`src/rtl/sdram_clkpd_ctl.sv`:
```
module sdram_clkpd_ctl #(
  parameter int NPAIR  = 2,
  parameter int MRS_W  = 15,
  parameter int PAIR_W = (NPAIR > 1) ? $clog2(NPAIR) : 1
) (
  input  logic                      clk,
  input  logic                      rst_n,
  input  logic [NPAIR:0]            run_bits,
  input  logic [NPAIR-1:0]          cke_bits,
  input  logic                      apd_en,
  input  logic                      req,
  input  logic [PAIR_W-1:0]         req_pair,
  output logic                      req_rdy,
  output logic [NPAIR-1:0]          pair_live,
  output logic [NPAIR:0]            clk_gate,
  output logic [NPAIR-1:0]          cke_out,
  input  logic                      lpm_we,
  input  logic [NPAIR*(MRS_W+1)-1:0] lpm_wdata,
  input  logic                      lp_enter,
  output logic [NPAIR-1:0]          lp_ld,
  output logic [NPAIR*MRS_W-1:0]    lp_val
);
  localparam int FLD_W  = MRS_W + 1;
  localparam int WORD_W = NPAIR * FLD_W;

  logic              pd_q;
  logic              tgt_ok;
  logic              wake;
  logic [WORD_W-1:0] word_q;

  assign tgt_ok = (int'(req_pair) < NPAIR) ? pair_live[req_pair] : 1'b0;
  assign wake   = req & tgt_ok;
  assign req_rdy  = wake & ~pd_q;
  assign clk_gate = run_bits & {(NPAIR+1){~pd_q}};

  always_ff @(posedge clk or negedge rst_n)
    if (!rst_n) pd_q <= 1'b0;
    else        pd_q <= apd_en & ~wake;

  always_ff @(posedge clk or negedge rst_n)
    if (!rst_n)      word_q <= '0;
    else if (lpm_we) word_q <= lpm_wdata;

  for (genvar p = 0; p < NPAIR; p++) begin : g_pair
    logic             en;
    logic             ld_q;
    logic [MRS_W-1:0] val_q;

    assign en           = word_q[p*FLD_W + MRS_W];
    assign pair_live[p] = run_bits[p+1] | cke_bits[p];
    assign cke_out[p]   = cke_bits[p] & ~pd_q;
    assign lp_ld[p]     = ld_q;
    assign lp_val[p*MRS_W +: MRS_W] = val_q;

    always_ff @(posedge clk or negedge rst_n)
      if (!rst_n) begin
        ld_q  <= 1'b0;
        val_q <= '0;
      end else begin
        ld_q <= lp_enter & en;
        if (lp_enter && en) val_q <= word_q[p*FLD_W +: MRS_W];
      end

    p_strobe_src_r9: assert property (@(posedge clk) disable iff (!rst_n)
      lp_ld[p] |-> $past(lp_enter));
  end

  p_rdy_live_r3: assert property (@(posedge clk) disable iff (!rst_n)
    req_rdy |-> (req && pair_live[req_pair]));

  p_idle_down_r4: assert property (@(posedge clk) disable iff (!rst_n)
    (apd_en && !req) |=> (clk_gate == '0 && cke_out == '0));

  p_wake_one_r5: assert property (@(posedge clk) disable iff (!rst_n)
    (req && pair_live[req_pair] && !req_rdy)
      |=> (req_rdy || !req || !pair_live[req_pair]));

  p_apd_off_r7: assert property (@(posedge clk) disable iff (!rst_n)
    $past(!apd_en) |-> (clk_gate == run_bits && cke_out == cke_bits));
endmodule

```
`config.mk`:
```
export PLATFORM = sky130hd
export DESIGN_NAME = sdram_clkpd_ctl
export DESIGN_NICKNAME = d
export VERILOG_FILES = /design/src/rtl/sdram_clkpd_ctl.sv
export SDC_FILE = /design/constraint.sdc
export NUM_CORES = 1
export LEC_CHECK = 0
export ABC_AREA = 0
export BUFFER_PORTS_ARGS = -buffer_cell sky130_fd_sc_hd__buf_2
export CELL_PAD_IN_SITES_DETAIL_PLACEMENT = 0
export CELL_PAD_IN_SITES_GLOBAL_PLACEMENT = 1
export CORE_AREA = 8 8 93 95
export CTS_CLUSTER_SIZE = 14
export DETAILED_ROUTE_END_ITERATION = 10
export DIE_AREA = 0 0 101 103
export PLACE_DENSITY = 0.81
export RECOVER_POWER = 25
export SLEW_MARGIN = 20
export SYNTH_ARGS = -nofsm -noshare
export SYNTH_HDL_FRONTEND = slang
export SYNTH_SLANG_ARGS = --single-unit
```
`constraint.sdc`:
```
create_clock -name clk -period 1.34 [get_ports clk]
set_clock_uncertainty 0.15 [all_clocks]
set_input_delay 0.067 -clock clk [delete_from_list [all_inputs] [get_ports clk]]
set_output_delay 0.067 -clock clk [all_outputs]
set_load 0.005 [all_outputs]
```
==> flow_summary.ini, run 1 <==
[routing]
drtIter0Drc = 37
wl_per_cell_um = 13.5
drt-pass1-iter-count = 3
wirelength_um = 5160
vias = 1669
drc_errors = 0
vias_per_cell = 4.38
drtAntennaViolNets = 0

[clock_tree]
tritoncts = built
clk_latency_ps = 330
cts_root_buffer = clkbuf_8
cts_buffers = 9
cts.clk_slew.worst_paths_ps = 70
cts.sinks = 65
h-tree-depth = 3
clk_path_buf_depth = 2

[sta]
relSlewSlack_pct = 47.3
worst_slack_ps = 8.79
finalCritPeriodShare_pct = 99.3
rsz0062_at_grt = yes
finalSetupViolCount = 0
worst_slew_pin_slew_ps = 791
slew_viol_final = 0
hold_viol = 0
fin_crit_ps = 1330
fmax_ghz = 0.751

[placed_design]
dpl.hpwl_um = 3450
io_buffers = 83
pre_cts_ws_ps = 101
gp_congestion = 0.726

[floorplanning]
die_w_um = 101
core_mm2 = 0.00714
die_area_mm2 = 0.0104
start_util_pct = 34.8
num_rows = 31
die_y_um = 103
ios = 84

[cells_and_area]
antenna_cells = 0
multiInputGateArea_um2 = 791
area_growth_pct = 45.4
num-fill-cells = 658
register_area_mm2 = 0.00163
nets = 322
final_util_pct = 50.6
drive_gt1_share_pct = 59.2

[global_route]
grtUsageMet2_pct = 17.3
grt_pass1_vias = 1847
grt_max_degree = 66
busiest_layer = met2
grt_pass1_wl_um = 8660
use_met1_pct = 11.8
grt_use_met3_pct = 4.52
grt_antenna_before_repair = 0
track_usage_pct = 10.8
gr-total-overflow = 0

[synthesis]
netlist_instances = 151
ys_seq_area_share_pct = 65.5
synth_area_mm2 = 0.00248
yosys_warnings = 0
synth_seq_cells = 65
synth.distinct_cells = 14
syn_area_per_cell_um2 = 16.5
synth_nets = 195

[critical_path]
cp-start-kind = flip-flop
crit_path_top_delay_cell = dfrtp_1
end_kind = output port
reg2regPathDepth = 3
path_cells = nor4_2, buf_2
crit_fanout = 2
crit_type = reg2out
arrival_ps = 1110
required_ps = 1120
slowest_delay_ps = 390

[pwr]
ir_drop_mv = 0.574
powerDensity_mw_per_mm2 = 1410
p_leak_nw = 1.70
fin_total_pwr_mw = 5.11

[min_path]
hold_depth = 3
hold_class = in2reg

[flow_run]
maxCapViolations = 0

[outcome]
status = finished clean
==> where the power goes <==
part | leakage [nW] | internal (mW) | switching, mW
Clock | 0.106 | 1.09 | 0.679
Sequential | 0.766 | 2.29 | 0.152
Combinational | 0.825 | 0.571 | 0.332
Total | 1.70 | 3.95 | 1.16
==> worst max-delay path, delay by kind of cell, from the launching register on <==
| kind | cells | cell delay, ps |
|---|---|---|
| simple gates | 1 | 250 |
| buf+inv | 1 | 160 |
| flops | 1 | 390 |
==> through the flow <==
step | setup TNS [ps] | hold slack (ps) | instance area (um^2) | std cells
after floorplan | 0 | -379 | 2480 | 151
after global placement | 0 | -43.8 | 3040 | 329
after detailed placement | 0 | -38.3 | 3040 | 329
after CTS | -8.85 | 81.7 | 3620 | 381
after global routing | -168 | 112 | 3610 | 381
final | 0 | 95.7 | 3610 | 381
==> cell families (layout without fill, tap and decap cells) <==
group,count (synthesis),in the layout,share of synthesized area [%]
buffers and inverters,11,142,3.07
and+or+nand+nor,12,12,3.02
AOI/OAI and AO/OA,1,1,0.353
muxes,62,62,28.1
DFF,65,65,65.5
==> area by class of cell <==
class / count / area share (%)
Timing Repair Buffer: 124 / 23.5
Sequential cell: 65 / 45.0
Clock inverter: 3 / 1.80
Clock buffer: 12 / 4.02
Multi-Input combinational cell: 75 / 21.9
Inverter: 3 / 0.312
Tap cell: 99 / 3.43
==> flip-flops by register name (all words and copies together) (netlist names) <==
register      count
g_pair.ld_q       2
word_q           32
g_pair.val_q     30
pd_q              1
==> what timing repair did <==
action | CTS | global route
endpoints found under the hold margin | 100 | 0
setup endpoints to repair | 1 | 5
buffers inserted | 1 | 0
gates resized for setup | 0 | 2
hold buffers | 36 | 0
==> per-layer routing <==
layer | vias to the layer above | routed length, um
li1 | 778 | -
met1 | 822 | 2100
met2 | 59 | 2460
met3 | 10 | 499
met4 | 0 | 95
met5 | - | 0
==> path summary, 6_finish.rpt <==
| path | startpoint | end | slack [ps] |
|---|---|---|---|
| max | pd_q$_DFF_PN0_ | req_rdy | 9 |
| min | lpm_we | word_q[20]$_DFFE_PN0P_ | 100 |
| max reg2reg | word_q[31]$_DFFE_PN0P_ | g_pair[1].val_q[13]$_DFFE_PN0P_ | 100 |
| min reg2reg | word_q[20]$_DFFE_PN0P_ | word_q[20]$_DFFE_PN0P_ | 340 |
| max in group asynchronous | rst_n | g_pair[1].val_q[6]$_DFFE_PN0P_ | 220 |
| min in group asynchronous | rst_n | g_pair[0].val_q[13]$_DFFE_PN0P_ | 300 |
==> layout by cell type (no fill, tap or decap), types with 3 or more instances in the layout <==
cell | synthesis | layout
buf_12 | 0 | 3
buf_2 | 0 | 83
clkbuf_8 | 0 | 10
dfrtp_1 | 65 | 65
dlygate4sd3_1 | 0 | 36
inv_1 | 3 | 3
mux2_2 | 60 | 60
nor2b_1 | 5 | 4
==> cells in the mapped netlist <==
master	instances	area, um^2
nor2b_1	5	31.3
o31a_1	1	8.76
clkbuf_2	1	5.00
nand2_2	2	12.5
mux2_2	60	676
buf_6	2	22.5
inv_1	3	11.3
or2_2	2	12.5
nor3_1	1	5.00
nor3b_1	1	7.51
nor4_1	1	6.26
dfrtp_1	65	1630
buf_4	5	37.5
mux2_1	2	22.5
Power figures use the tool's default switching activity.
==> inputs of run 2 (changes only) <==
--- a/config.mk
+++ b/config.mk
@@ -5,15 +5,15 @@
 export SDC_FILE = /design/constraint.sdc
 export NUM_CORES = 1
 export LEC_CHECK = 0
-export ABC_AREA = 0
+export ABC_AREA = 1
 export BUFFER_PORTS_ARGS = -buffer_cell sky130_fd_sc_hd__buf_2
 export CELL_PAD_IN_SITES_DETAIL_PLACEMENT = 0
 export CELL_PAD_IN_SITES_GLOBAL_PLACEMENT = 1
-export CORE_AREA = 8 8 93 95
+export CORE_AREA = 8 8 98 100
 export CTS_CLUSTER_SIZE = 14
 export DETAILED_ROUTE_END_ITERATION = 10
-export DIE_AREA = 0 0 101 103
-export PLACE_DENSITY = 0.81
+export DIE_AREA = 0 0 106 108
+export PLACE_DENSITY = 0.82
 export RECOVER_POWER = 25
 export SLEW_MARGIN = 20
 export SYNTH_ARGS = -nofsm -noshare
==> run 2 against run 1 <==
The flow now finishes with violations (setup timing). Die area increased by 10%. Combinational power is 5.4% higher. Largest power group unchanged. Register-to-register slack better by 100 ps. Clock power decreased by 14%. Highest routed layer unchanged. First-iteration DRC count increased by 70%. Total power fell by 5.6%. Worst hold slack got worse by 79 ps.
==> flow_summary.ini, run 2 <==
[outcome]
status = complete, but fails checks
violations = setup timing

[clock_tree]
tritoncts = built
cts.sinks = 65
h-tree-depth = 3
cts_buffers = 9
clk_path_buf_depth = 2
clk_latency_ps = 330
cts_root_buffer = clkbuf_8
cts.clk_slew.worst_paths_ps = 70

[sta]
relSlewSlack_pct = 46.5
finalSetupViolCount = 1
finalCritPeriodShare_pct = 100
fmax_ghz = 0.745
hold_viol = 0
fin_crit_ps = 1340
worst_slack_ps = -2.06
finalSetupTns_ps = -2.06
worst_slew_pin_slew_ps = 802
slew_viol_final = 0

[placed_design]
dpl.hpwl_um = 3980
gp_congestion = 0.742
io_buffers = 83

[cells_and_area]
final_util_pct = 47.5
final_common_cell = buf_2
mostFrequentLayoutCells = buf_2 (81), dfrtp_1 (65), nand2_1 (63)
nets = 426
largest_reg_flops = 32
area_growth_pct = 38.5
top_regs = word_q x32, g_pair.val_q x30, g_pair.ld_q x2
antenna_cells = 0
drive_gt1_share_pct = 41.7
largest-register = word_q
num-fill-cells = 768

[critical_path]
end_kind = flip-flop
arrival_ps = 1420
required_ps = 1410
crit_fanout = 1
crit_type = in2reg
cp-start-kind = primary input

[synthesis]
yosys_warnings = 0
synth_seq_cells = 65
ys_seq_area_share_pct = 58.9
synth_compound_area_share_pct = 18.4
synth_top_area_cell = dfrtp_1
synth_common_cells = dfrtp_1 (65), nand2_1 (63), o21ai_2 (55), inv_1 (40), buf_6 (13)
yosys_most_used_dff = dfrtp_1
synth_mux_area_share_pct = 1.09
synth-simple-area-share_pct = 10.3
synth_area_leaders = dfrtp_1 (59%), o21ai_2 (17%), nand2_1 (8.6%)
synth.top_cell.area_share_pct = 58.9
synth_edf_count = 0
synth_nets = 300
synth_area_mm2 = 0.00276
synthAdderAreaFrac_pct = 0
netlist_instances = 256
synth_xor_xnor_area_share_pct = 0
synth.distinct_cells = 11
synth_top_family_by_area = compound AO/OA/AOI/OAI gates
synth.most_common_cell = dfrtp_1
syn_area_per_cell_um2 = 10.8
synthArstFlopShare_pct = 100

[pwr]
ir_drop_mv = 0.766
p_leak_nw = 1.98
powerDensity_mw_per_mm2 = 1260

[routing]
vias = 2068
drc_errors = 0
drtIter0Drc = 63
vias_per_cell = 4.21
wirelength_um = 5950
drtAntennaViolNets = 0
drt-pass1-iter-count = 4
wl_per_cell_um = 12.1

[floorplanning]
die_y_um = 108
die_area_mm2 = 0.0114
die_w_um = 106
core_mm2 = 0.00805
ios = 84
start_util_pct = 34.3
num_rows = 33

[global_route]
gr-total-overflow = 0
grt_pass1_vias = 2205
grt_antenna_before_repair = 0
track_usage_pct = 11.1
grt_pass1_wl_um = 10200
grt_max_degree = 66

[flow_run]
maxCapViolations = 0

[min_path]
hold_class = in2reg
run 2: kinds of logic (layout without fill, tap and decap cells):
logic type             Yosys count  after routing
multiplexers                     2              2
flip-flops                      65             65
AND/OR/NAND/NOR                 74             74
AO/OA/AOI/OAI                   60             60
buffers and inverters           55            185
run 2: power breakdown:
| group | switching (mW) | internal, mW | total, mW | leakage (nW) |
|---|---|---|---|---|
| combinational | 0.485 | 0.468 | 0.953 | 1.09 |
| sequential | 0.119 | 2.22 | 2.34 | 0.805 |
| clock | 0.687 | 0.841 | 1.53 | 0.0929 |
run 2: metal layers:
metal / up-vias / share of wire, % / track usage (%)
met1: 946 / 44 / 12.6
met4: 0 / 2.1 / 4.92
met5: - / 0 / 0
met2: 66 / 45 / 17.7
li1: 1044 / - / -
met3: 12 / 8.6 / 5.00
run 2: final timing paths:
path	from	to	depth (start not counted)	slack (ps)
hold / removal	lpm_we	word_q[31]$_DFFE_PN0P_	2	20
setup / recovery	lpm_wdata[30]	word_q[30]$_DFFE_PN0P_	5	-2
hold reg to reg	g_pair[1].val_q[9]$_DFFE_PN0P_	g_pair[1].val_q[9]$_DFFE_PN0P_	2	330
max in group asynchronous	rst_n	g_pair[1].val_q[7]$_DFFE_PN0P_	3	210
setup reg to reg	word_q[15]$_DFFE_PN0P_	g_pair[0].val_q[10]$_DFFE_PN0P_	4	200
min in group asynchronous	rst_n	word_q[2]$_DFFE_PN0P_	3	300
run 2: worst max-delay path, cell delays in order:
cell           delay [ps]
dlygate4sd3_1         530
buf_2                 120
nand2_1                70
dlygate4sd3_1         580
o21ai_2                60
run 2: per-stage QoR:
stage	hold slack, ps	setup WS, ps	area, um^2	cells	total power [mW]
floorplan	-379	387	2760	256	2.88
global route	11.3	-3.35	3820	491	5.12
finish	16.6	-2.06	3820	491	4.82
global placement	-42.4	252	3250	435	3.24
CTS	4.41	19.8	3830	490	4.91
detailed placement	-45.3	210	3250	435	3.26
run 2: cell type report:
class	instances	area, um^2	share of cell area, %
Multi-Input combinational cell	136	822	21.5
Timing Repair Buffer	130	916	24.0
Sequential cell	65	1630	42.6
Inverter	40	150	3.93
Tap cell	105	131	3.44
Clock inverter	4	45.0	1.18
Clock buffer	11	131	3.44
run 2: repair_timing:
item                                   CTS  global route
endpoints found under the hold margin  101             1
setup endpoints to repair                0             1
buffers inserted                         0             1
gates resized for setup                  0             1
hold buffers                            40             1
==> inputs of run 3 (changes only) <==
--- a/config.mk
+++ b/config.mk
@@ -9,10 +9,10 @@
 export BUFFER_PORTS_ARGS = -buffer_cell sky130_fd_sc_hd__buf_2
 export CELL_PAD_IN_SITES_DETAIL_PLACEMENT = 0
 export CELL_PAD_IN_SITES_GLOBAL_PLACEMENT = 1
-export CORE_AREA = 8 8 98 100
+export CORE_AREA = 2 2 92 94
 export CTS_CLUSTER_SIZE = 14
 export DETAILED_ROUTE_END_ITERATION = 10
-export DIE_AREA = 0 0 106 108
+export DIE_AREA = 0 0 94 96
 export PLACE_DENSITY = 0.82
 export RECOVER_POWER = 25
 export SLEW_MARGIN = 20
==> run 3 against run 2 <==
Global-route usage up 2.0 points. Sequential power about the same. Worst hold slack better by 8.1 ps. The flow now finishes without violations. Sequential share of layout area up 0.24 points. Clock power up 7%.
==> flow_summary.ini, run 3 (synthesis results as in run 2) <==
[sta]
finalSetupTns_ps = 0
fmax_ghz = 0.765
finalCritPeriodShare_pct = 97.5
hold_viol = 0
slew_viol_final = 0
fin_crit_ps = 1310
holdWs_ps = 24.7
finalSetupViolCount = 0
worst_slew_pin_slew_ps = 807
relSlewSlack_pct = 46.2
rsz0062_at_grt = no

[routing]
wl_per_cell_um = 11.0
drtIter0Drc = 55
vias_per_cell = 4.21
drtAntennaViolNets = 0
wirelength_um = 5390
drc_errors = 0
drt-pass1-iter-count = 4
vias = 2055

[pwr]
internal_power_mw = 3.62
p_clk_share_pct = 33.3
powerDensity_mw_per_mm2 = 1290
netSwitchingPower_mw = 1.27
ir_drop_mv = 0.559
p_leak_nw = 1.98
p_sw_share_pct = 26.0
seq_power_share_pct = 47.8
p_comb_share_pct = 18.9

[global_route]
track_usage_pct = 13.1
gr-total-overflow = 0
grt_pass1_vias = 2066
grt_max_degree = 66
grt_antenna_before_repair = 0
grt_pass1_wl_um = 9070

[critical_path]
path_cells = dlygate4sd3_1, buf_2, nand2_1, dlygate4sd3_1, o21ai_2
arrival_ps = 1380
path_common_cell = dlygate4sd3_1
crit_path_top_delay_cell = dlygate4sd3_1
end_kind = flip-flop
crit_type = in2reg
required_ps = 1410
cp-start-kind = primary input
crit_fanout = 1
slowest_delay_ps = 550
critPathBufInv = 3
timing.critical_path.max_delay_family = buffers and inverters

[cells_and_area]
multiInputGateArea_um2 = 822
drive_gt1_share_pct = 42.6
num-fill-cells = 778
top_regs = word_q x32, g_pair.val_q x30, g_pair.ld_q x2
final_common_cell = buf_2
stdcell_area_mm2 = 0.00380
antenna_cells = 0
largest_reg_flops = 32
nets = 423
final_util_pct = 47.2
mostFrequentLayoutCells = buf_2 (83), dfrtp_1 (65), nand2_1 (63)
area_growth_pct = 37.7
largest-register = word_q
register_area_mm2 = 0.00163

[flow_run]
maxCapViolations = 0

[floorplanning]
core_mm2 = 0.00805
die_w_um = 94
ios = 84
start_util_pct = 34.3
num_rows = 33
die_area_mm2 = 0.00902
die_y_um = 96

[placed_design]
dpl.hpwl_um = 3390
gp_congestion = 0.664
io_buffers = 83
place_area_mm2 = 0.00325

[clock_tree]
h-tree-depth = 3
clk_path_buf_depth = 2
cts_buffers = 9
cts.sinks = 65
ctsResizeCount = 0
tritoncts = built
clk_latency_ps = 330
cts.clk_slew.worst_paths_ps = 70
cts_root_buffer = clkbuf_8
post_cts_buffers = 0

[min_path]
hold_class = in2reg

[outcome]
status = finished clean
[run 3: cell count changes in the layout (fill, tap and decap cells not counted), sizes merged]
cell	before	now
buf	88	90
clkbuf	13	12
clkinv	3	2
dlygate4sd3	40	37
[run 3: final cells by class]
class                           instances  share of cell area (%)
Timing Repair Buffer                  127                    23.0
Inverter                               40                    3.95
Sequential cell                        65                    42.8
Clock inverter                          3                    1.05
Clock buffer                           12                    4.08
Multi-Input combinational cell        136                    21.6
Tap cell                              105                    3.46
[run 3: metal layers]
metal	routed length, um	vias to the layer above	GRT usage (%)
met3	344	9	3.37
met5	0	-	0
met4	104	0	6.52
met2	2410	65	21.5
li1	-	1039	-
met1	2530	942	16.1
[run 3: power by group through the flow]
stage | registers [mW] | clock network (mW) | logic (mW)
floorplan | 2.38 | 0 | 0.499
global route | 2.37 | 1.80 | 1.05
CTS | 2.34 | 1.70 | 0.951
global placement | 2.38 | 0 | 0.836
detailed placement | 2.38 | 0 | 0.865
finish | 2.34 | 1.63 | 0.924
[run 3: worst paths after layout]
check | from | end | slack (ps) | cells past startpoint
max | lpm_wdata[30] | word_q[30]$_DFFE_PN0P_ | 30 | 5
min | lpm_we | word_q[31]$_DFFE_PN0P_ | 20 | 2
max reg2reg | word_q[31]$_DFFE_PN0P_ | g_pair[1].val_q[1]$_DFFE_PN0P_ | 270 | 4
min reg2reg | g_pair[1].val_q[5]$_DFFE_PN0P_ | g_pair[1].val_q[5]$_DFFE_PN0P_ | 320 | 2
max in group asynchronous | rst_n | g_pair[1].val_q[8]$_DFFE_PN0P_ | 210 | 3
min in group asynchronous | rst_n | g_pair[1].val_q[10]$_DFFE_PN0P_ | 310 | 3
[run 3: metrics by stage]
stage               power [mW]  cells  setup slack (ps)
global route              5.22    488              14.1
detailed placement        3.24    436               277
finish                    4.90    488              33.2
global placement          3.22    436               300
floorplan                 2.88    256               387
CTS                       5.00    488              54.0
[run 3: worst register-to-register path, cell delays in order, from the launching register on]
cell and delay [ps]:
dfrtp_1 390, nand2_2 100, buf_12 200, nand2_1 110, o21ai_2 60
[run 3: timing repair]
item / in CTS / in global routing
endpoints found under the hold margin: 98 / 0
endpoints found under the setup margin: 0 / 0
hold buffers: 37 / 0
